`config.mk`:
```
export PLATFORM = sky130hd
export DESIGN_NAME = alarm_latch_bank
export DESIGN_NICKNAME = d
export VERILOG_FILES = /design/src/rtl/alarm_latch_bank.sv
export SDC_FILE = /design/constraint.sdc
export NUM_CORES = 1
export LEC_CHECK = 0
export BUFFER_PORTS_ARGS = -buffer_cell sky130_fd_sc_hd__buf_2
export CORE_MARGIN = 2
export CORE_UTILIZATION = 47
export CTS_CLUSTER_SIZE = 30
export DETAILED_ROUTE_END_ITERATION = 8
export PLACE_DENSITY = 0.75
export SYNTH_ARGS = -nofsm -noshare
export SYNTH_HDL_FRONTEND = slang
export SYNTH_SLANG_ARGS = --single-unit
export TNS_END_PERCENT = 5
```
`constraint.sdc`:
```
create_clock -name clk -period 0.9 [get_ports clk]
set_input_delay 0.045 -clock clk [delete_from_list [all_inputs] [get_ports clk]]
set_output_delay 0.045 -clock clk [all_outputs]
set_load 0.03 [all_outputs]
```
`src/rtl/alarm_latch_bank.sv`:
```
module alarm_latch_bank #(
  parameter int SIG_BITS = 8,
  parameter int DW = 8,
  parameter int AW = 3
) (
  input  logic                clk,
  input  logic                rst_n,
  input  logic                frame_pulse,
  input  logic                mframe_pulse,
  input  logic [SIG_BITS-1:0] sig_abcd,
  input  logic                onesec_st,
  input  logic                t100_st,
  input  logic                t10_st,
  input  logic                calign_st,
  input  logic                bfa_st,
  input  logic                los_st,
  input  logic                ais_st,
  input  logic                rai_st,
  input  logic                bus_sel,
  input  logic                bus_wr,
  input  logic [AW-1:0]       bus_addr,
  input  logic [DW-1:0]       bus_wdata,
  output logic [DW-1:0]       bus_rdata,
  output logic                irq
);
  localparam int EV_N = 5;
  localparam int PL_N = 4;
  localparam logic [AW-1:0] A_EV = AW'(0);
  localparam logic [AW-1:0] A_PL = AW'(1);
  localparam logic [AW-1:0] A_IS = AW'(2);
  localparam logic [AW-1:0] A_EM = AW'(3);
  localparam logic [AW-1:0] A_PM = AW'(4);

  logic [3:0]          tm_live, tm_prev, tm_set;
  logic [SIG_BITS-1:0] sig_prev;
  logic                sig_primed, sig_set;
  logic [EV_N-1:0]     ev_set, ev_q, em_q;
  logic [PL_N-1:0]     pl_live, pl_prev, pl_set, pl_clr, pl_q, pm_q;
  logic                rd, rd_ev, rd_pl, wr;

  assign tm_live = {calign_st, t10_st, t100_st, onesec_st};
  assign pl_live = {rai_st, ais_st, los_st, bfa_st};

  assign tm_set[2:0] = {3{frame_pulse}} & tm_live[2:0] & ~tm_prev[2:0];
  assign tm_set[3]   = mframe_pulse & tm_live[3] & ~tm_prev[3];
  assign sig_set     = frame_pulse & sig_primed & (sig_abcd != sig_prev);
  assign ev_set      = {sig_set, tm_set};
  assign pl_set      = pl_live & ~pl_prev;

  assign rd     = bus_sel & ~bus_wr;
  assign wr     = bus_sel & bus_wr;
  assign rd_ev  = rd & ((bus_addr == A_EV) | (bus_addr == A_IS));
  assign rd_pl  = rd & (bus_addr == A_PL);
  assign pl_clr = {PL_N{rd_pl}} & ~pl_live;

  always_ff @(posedge clk) begin
    if (!rst_n) begin
      tm_prev    <= '0;
      sig_prev   <= '0;
      sig_primed <= 1'b0;
    end else begin
      if (frame_pulse) begin
        tm_prev[2:0] <= tm_live[2:0];
        sig_prev     <= sig_abcd;
        sig_primed   <= 1'b1;
      end
      if (mframe_pulse) tm_prev[3] <= tm_live[3];
    end
  end

  always_ff @(posedge clk) begin
    if (!rst_n) begin
      ev_q    <= '0;
      pl_q    <= '0;
      pl_prev <= '0;
    end else begin
      ev_q    <= (ev_q & ~{EV_N{rd_ev}}) | ev_set;
      pl_q    <= (pl_q & ~pl_clr) | pl_set;
      pl_prev <= pl_live;
    end
  end

  always_ff @(posedge clk) begin
    if (!rst_n) begin
      em_q <= '0;
      pm_q <= '0;
    end else if (wr) begin
      if (bus_addr == A_EM) em_q <= bus_wdata[EV_N-1:0];
      if (bus_addr == A_PM) pm_q <= bus_wdata[PL_N-1:0];
    end
  end

  always_comb begin
    bus_rdata = '0;
    case (bus_addr)
      A_EV, A_IS: bus_rdata = {{(DW-EV_N){1'b0}}, ev_q};
      A_PL:       bus_rdata = {{(DW-PL_N){1'b0}}, pl_q};
      A_EM:       bus_rdata = {{(DW-EV_N){1'b0}}, em_q};
      A_PM:       bus_rdata = {{(DW-PL_N){1'b0}}, pm_q};
      default:    bus_rdata = '0;
    endcase
  end

  assign irq = (|(ev_q & em_q)) | (|(pl_q & pm_q));
endmodule

```
---- Word level (Yosys, flattened, before mapping) ----
Cells that the tools add are included.
cells by class
  equal/unequal tests ..................... 5
  mux-type cells .......................... 1
  bitwise logic cells ..................... 27
  reduce and logical (&&, ||, !) cells .... 6
operators by type and width
  kind                                           number
  case mux 5 bit (4 select lines)                1
  bitwise AND 4 bit                              4
  NOT 4 bit                                      3
  bitwise AND 5 bit                              2
  bitwise AND 1 bit                              8
  inequality test 8 bit                          1
  bitwise AND 3 bit                              2
  == test 3 x 2 -> 1 bit, second input constant  2
  NOT 5 bit                                      1
  bitwise OR 5 bit                               1
  OR reduction 5 bit                             1
  bitwise OR 4 bit                               1
  AND reduction 2 bit                            2
  OR reduction 4 bit                             1
  == test 3 x 1 -> 1 bit, second input constant  1
  == test 3 bit, second input constant           1
  zero test 3 bit                                1
  NOT 3 bit                                      1
  NOT 1 bit                                      2
  bitwise OR 1 bit                               2
  OR reduction 2 bit                             1
word-level totals
  register bits ........................... 35
  input bits .............................. 33
  output and inout port bits .............. 9
  word-level logic and storage cells ...... 48

---- Logic depth before layout (Yosys ltp) ----
  depth in word-level cells ............... 7
  gate-level depth with buffers ........... 5

---- Least setup slack after synthesis ----
OpenSTA, ideal clock, no wires.
  path type ............................... register -> output
  start point ............................. reg pm_q[0]
  end point ............................... out bus_rdata[0]
  data arrival time ....................... 1005 ps
  setup slack ............................. -150 ps
  stages on the path, launching flop included .. 4
  path buffers ............................ 0
  cells stage by stage .................... dfxtp_1 nor2b_1 mux2i_1 o22ai_1
on the way
  cells in the longest elaborated chain, start to end .. 1
ends and longest elaborated chain
  item                             line  source
  start: declaration               38    logic [PL_N-1:0] pl_live, pl_prev, pl_set, pl_clr, pl_q, pm_q;
  start signal: assignment         89    if (bus_addr == A_PM) pm_q <= bus_wdata[PL_N-1:0];
  case mux 5 bit (4 select lines)  95    case (bus_addr)
  end: declaration                 23    output logic [DW-1:0] bus_rdata,
No other way between the ends.

---- Worst setup path after layout ----
  start point ............................. reg ev_q[3]
  end point ............................... out irq
on the way
  cells in the longest elaborated chain, start to end .. 3
ends and longest elaborated chain
  item                      line  source
  start: declaration        37    logic [EV_N-1:0] ev_set, ev_q, em_q;
  start signal: assignment  77    ev_q <= (ev_q & ~{EV_N{rd_ev}}) | ev_set;
  bitwise AND 5 bit         104   assign irq = (|(ev_q & em_q)) | (|(pl_q & pm_q));
  OR reduction 5 bit        104
  bitwise OR 1 bit          104
  end: declaration          24    output logic irq
No other way between the ends.

==> metrics.sh <==
SYNTHDISTINCTLIBCELLS=30
SYNTH-ASYNC-RESET-RATIO=0
MAXCAPVIOLATIONS=0
SYNTHESIS.AREA_PER_INSTANCE_SQ_UM=9.79
WORST-SETUP-PATH-TYPE='flop to primary output'
CTS-HTREE-LEVELS=2
CTS.PATH.MAX_BUFFERS=2
DIE_HEIGHT_UM=63.2
CTS-BUFFERS-INSERTED=5
CLOCK_SKEW_PS=9.95
WORST-PATH-BUF-INV=1
PATH_CELLS='a222oi_1, nand3_1, buf_6'
MIN_PATH_TYPE='primary input to flop'
FLOORPLAN.INITIALDENSITY=0.493
YOSYSWARNINGS=0
CLK_ROOT_BUFFER_CELL='clkbuf_4'
GRT_UTIL_ALL_LAYERS=0.210
GLOBALROUTEOVERFLOWTOTAL=0
TRITONCTS='done'
DRIVE_GT1_FRAC=0.362
POST_DRT_WL_PER_CELL_UM=13.8
SYNTH_COMMON_CELLS='35 x dfxtp_1, 28 x mux2i_1, 25 x nor2b_1, 9 x nor2_1'
SYN_INST=168
DR.PASS1.ITERS=4
GRT_FIRST_PASS_WIRELENGTH_UM=6560
WORST_SKEW_PAIR.LATE_LATENCY_PS=330
DIE_AREA_SQ_UM=3990
WORST_SETUP_PATH_START_KIND='flop'
WORSTPATHREQUIRED_PS=850
FINALSETUPTNS_PS=-2340
DETAIL_ROUTE.ITER0.VIOLATIONS=57
DETAILEDPLACEMENTHPWL_UM=2810
AREA_SHARE_OF_THE_LARGEST_CELL_TYPE_AFTER_SYNTHESIS=0.426
DETAILROUTE.VIA_COUNT=1405
ROUTE.DETAILED.VIAS_PER_INST=5.05
DRT_DRC_VIOLATIONS_LEFT=0
PEAK_CLOCK_FREQUENCY_SUPPORTED_BY_TIMING_GHz=0.727
GRT_PASS1_VIAS=1431
FILLER_CELL_COUNT=283
REGISTER_BIT_TOTAL_FROM_SYNTHESIS=35
CRITPATHTOPFAMILY='compound AO/OA/AOI/OAI gates'
MULTI_INPUT_AREA_SQ_UM=903
CLOCK_SINK_COUNT=35
NUMPORTBUFFERS=35
ENDPOINT_KIND='primary output'
CORE_AREA_SQ_UM=3340
POWER_PER_CELL_AREA_nW_PER_UM2=1620
CRITPATHMAXSTAGEDELAY_PS=350
CTS.REPORTEDPATHS.CLKPINSLEW_PS=120
WORST-PATH-MAX-FANOUT=2
SYNTH.YOSYS.SEQ_AREA_SHARE=0.426
TOP_LEVEL_PORTS=42
NUM_ANTENNA_CELLS=0
DESIGN.FINAL.NETS=264
AREA.GROWTH.SYNTH_TO_FINAL_PCT=37.3
TOTAL_LEAKAGE_POWER_nW=0.995
DRT.ANTENNA.VIOLATING_NETS=0
TOTAL_POWER_W=0.00367
ROW_CNT=21
GPL.FINAL_WEIGHTED_CONGESTION=0.808
FINAL_HOLD_VIOL_COUNT=0
UNREPAIRED_SETUP_ENDPOINTS_AFTER_GLOBAL_ROUTING='true'
NETLIST_AREA_SQ_UM=1650
LARGEST_NET_DEGREE_AT_THE_START_OF_GLOBAL_ROUTING=17
SYNTH_EDF_COUNT=0
FINAL_DESIGN_AREA_NO_FILL_SQ_UM=2260
MIN_PERIOD_OVER_PERIOD=1.53
POWER.IR.VDD_WORST_mV=1.26
POST-ROUTE-MIN-PERIOD_PS=1380
FINAL.SETUP.WORST_SLACK_PS=-475
FINALHOLDWORSTSLACK_PS=7.41
DETAIL_ROUTE.WIRELENGTH_UM=3840
POSTPLACECELLAREA_SQ_UM=1960
CRITPATHSLOWESTCELL='a222oi_1'
FINAL-SETUP-VIOL-COUNT=7
SYNTHFLOPTYPE='dfxtp_1'
AREA.SEQUENTIAL_SQ_UM=717
NUMBER_OF_ANTENNA_VIOLATIONS_AT_THE_FIRST_CHECK_IN_GLOBAL_ROUTING=0
POST-SYNTH-TOP-AREA-CELL='dfxtp_1'
FLOORPLAN.DIE.WIDTH_UM=63.2
TIMING.CRITICAL_PATH.ARRIVAL_PS=1330
SYNTH_AREA_LEADERS='dfxtp_1 43%, mux2i_1 17%, nor2b_1 9.5%'
SLEW_VIOL_FINAL=0
YOSYS.CELL_COUNT.TOP_TYPE='dfxtp_1'
SETUP_BUFFERS_AFTER_CTS=0
OUTCOME='finished with violations'
VIOLATIONS='setup timing'
worst register-to-register path, delay by kind of cell, from the launching register on:
family	cells	cell delay, ps
DFF	1	340
AOI/OAI and AO/OA	1	210
and+or+nand+nor	2	180
xor gates and xnor gates	1	150
flip-flops by register name (all words and copies together), names as in the netlist:
signal / cells
sig_prev: 8
em_q: 5
ev_q: 5
pl_prev: 4
pl_q: 4
pm_q: 4
tm_prev: 4
sig_primed: 1
per-layer routing:
metal,routed length (um),up-vias,global-route usage
met5,0,-,0
met2,1930,56,0.364
met4,28,0,0.0778
met3,278,2,0.0607
met1,1600,653,0.244
li1,-,694,-
cell usage in the layout (no fill, tap or decap), types with 5 or more instances in the layout:
| master | instances |
|---|---|
| dfxtp_2 | 10 |
| xnor2_1 | 6 |
| a21oi_1 | 5 |
| buf_4 | 21 |
| nor2_1 | 9 |
| dfxtp_1 | 24 |
| nand2_1 | 8 |
| dlygate4sd3_1 | 11 |
| mux2i_1 | 26 |
| inv_1 | 8 |
| nor2b_1 | 25 |
| clkbuf_4 | 5 |
| buf_2 | 29 |
final timing paths:
path	startpoint	to	slack (ps)	depth (start not counted)
worst max-delay path	ev_q[3]	irq	-480	3
worst min-delay path	bus_wdata[0]	pm_q[0]	7	3
worst max register to register	sig_prev[6]	ev_q[4]	-90	4
worst min register to register	sig_primed	sig_primed	470	1
cell families after synthesis:
group                  Yosys count  synth area share
AO/OA/AOI/OAI                   21            0.0905
XOR/XNOR                         8            0.0426
buffers and inverters           18            0.0563
flip-flops                      35             0.426
multiplexers                    28             0.170
other                            1           0.00228
AND/OR/NAND/NOR                 57             0.212
stage by stage:
step / setup slack, ps / util / cells
CTS: -487 / 0.670 / 278
global placement: -210 / 0.589 / 259
global route: -557 / 0.677 / 278
floorplan: -149 / - / 170
detailed placement: -262 / 0.589 / 259
finish: -475 / 0.677 / 278
layout make-up:
cell class,count,share of cell area
repair buffers,64,0.198
well taps,46,0.0255
flip-flops and latches,35,0.317
inverters,8,0.0133
clock inverters,3,0.0299
clock buffers,5,0.0166
multi-input cells,117,0.400
power by group:
group / switching [W] / internal, W / total, W
combinational: 0.000267 / 0.000292 / 0.000559
sequential: 0.0000656 / 0.00163 / 0.00170
clock: 0.000545 / 0.000864 / 0.00141
what timing repair did:
action | in CTS | in global routing
gates resized for setup | 20 | 8
setup endpoints to repair | 7 | 7
pin swaps | 4 | 6
hold endpoints to repair | 14 | 0
hold buffers | 11 | 0
Note: power is estimated with default switching activity, not from simulation.
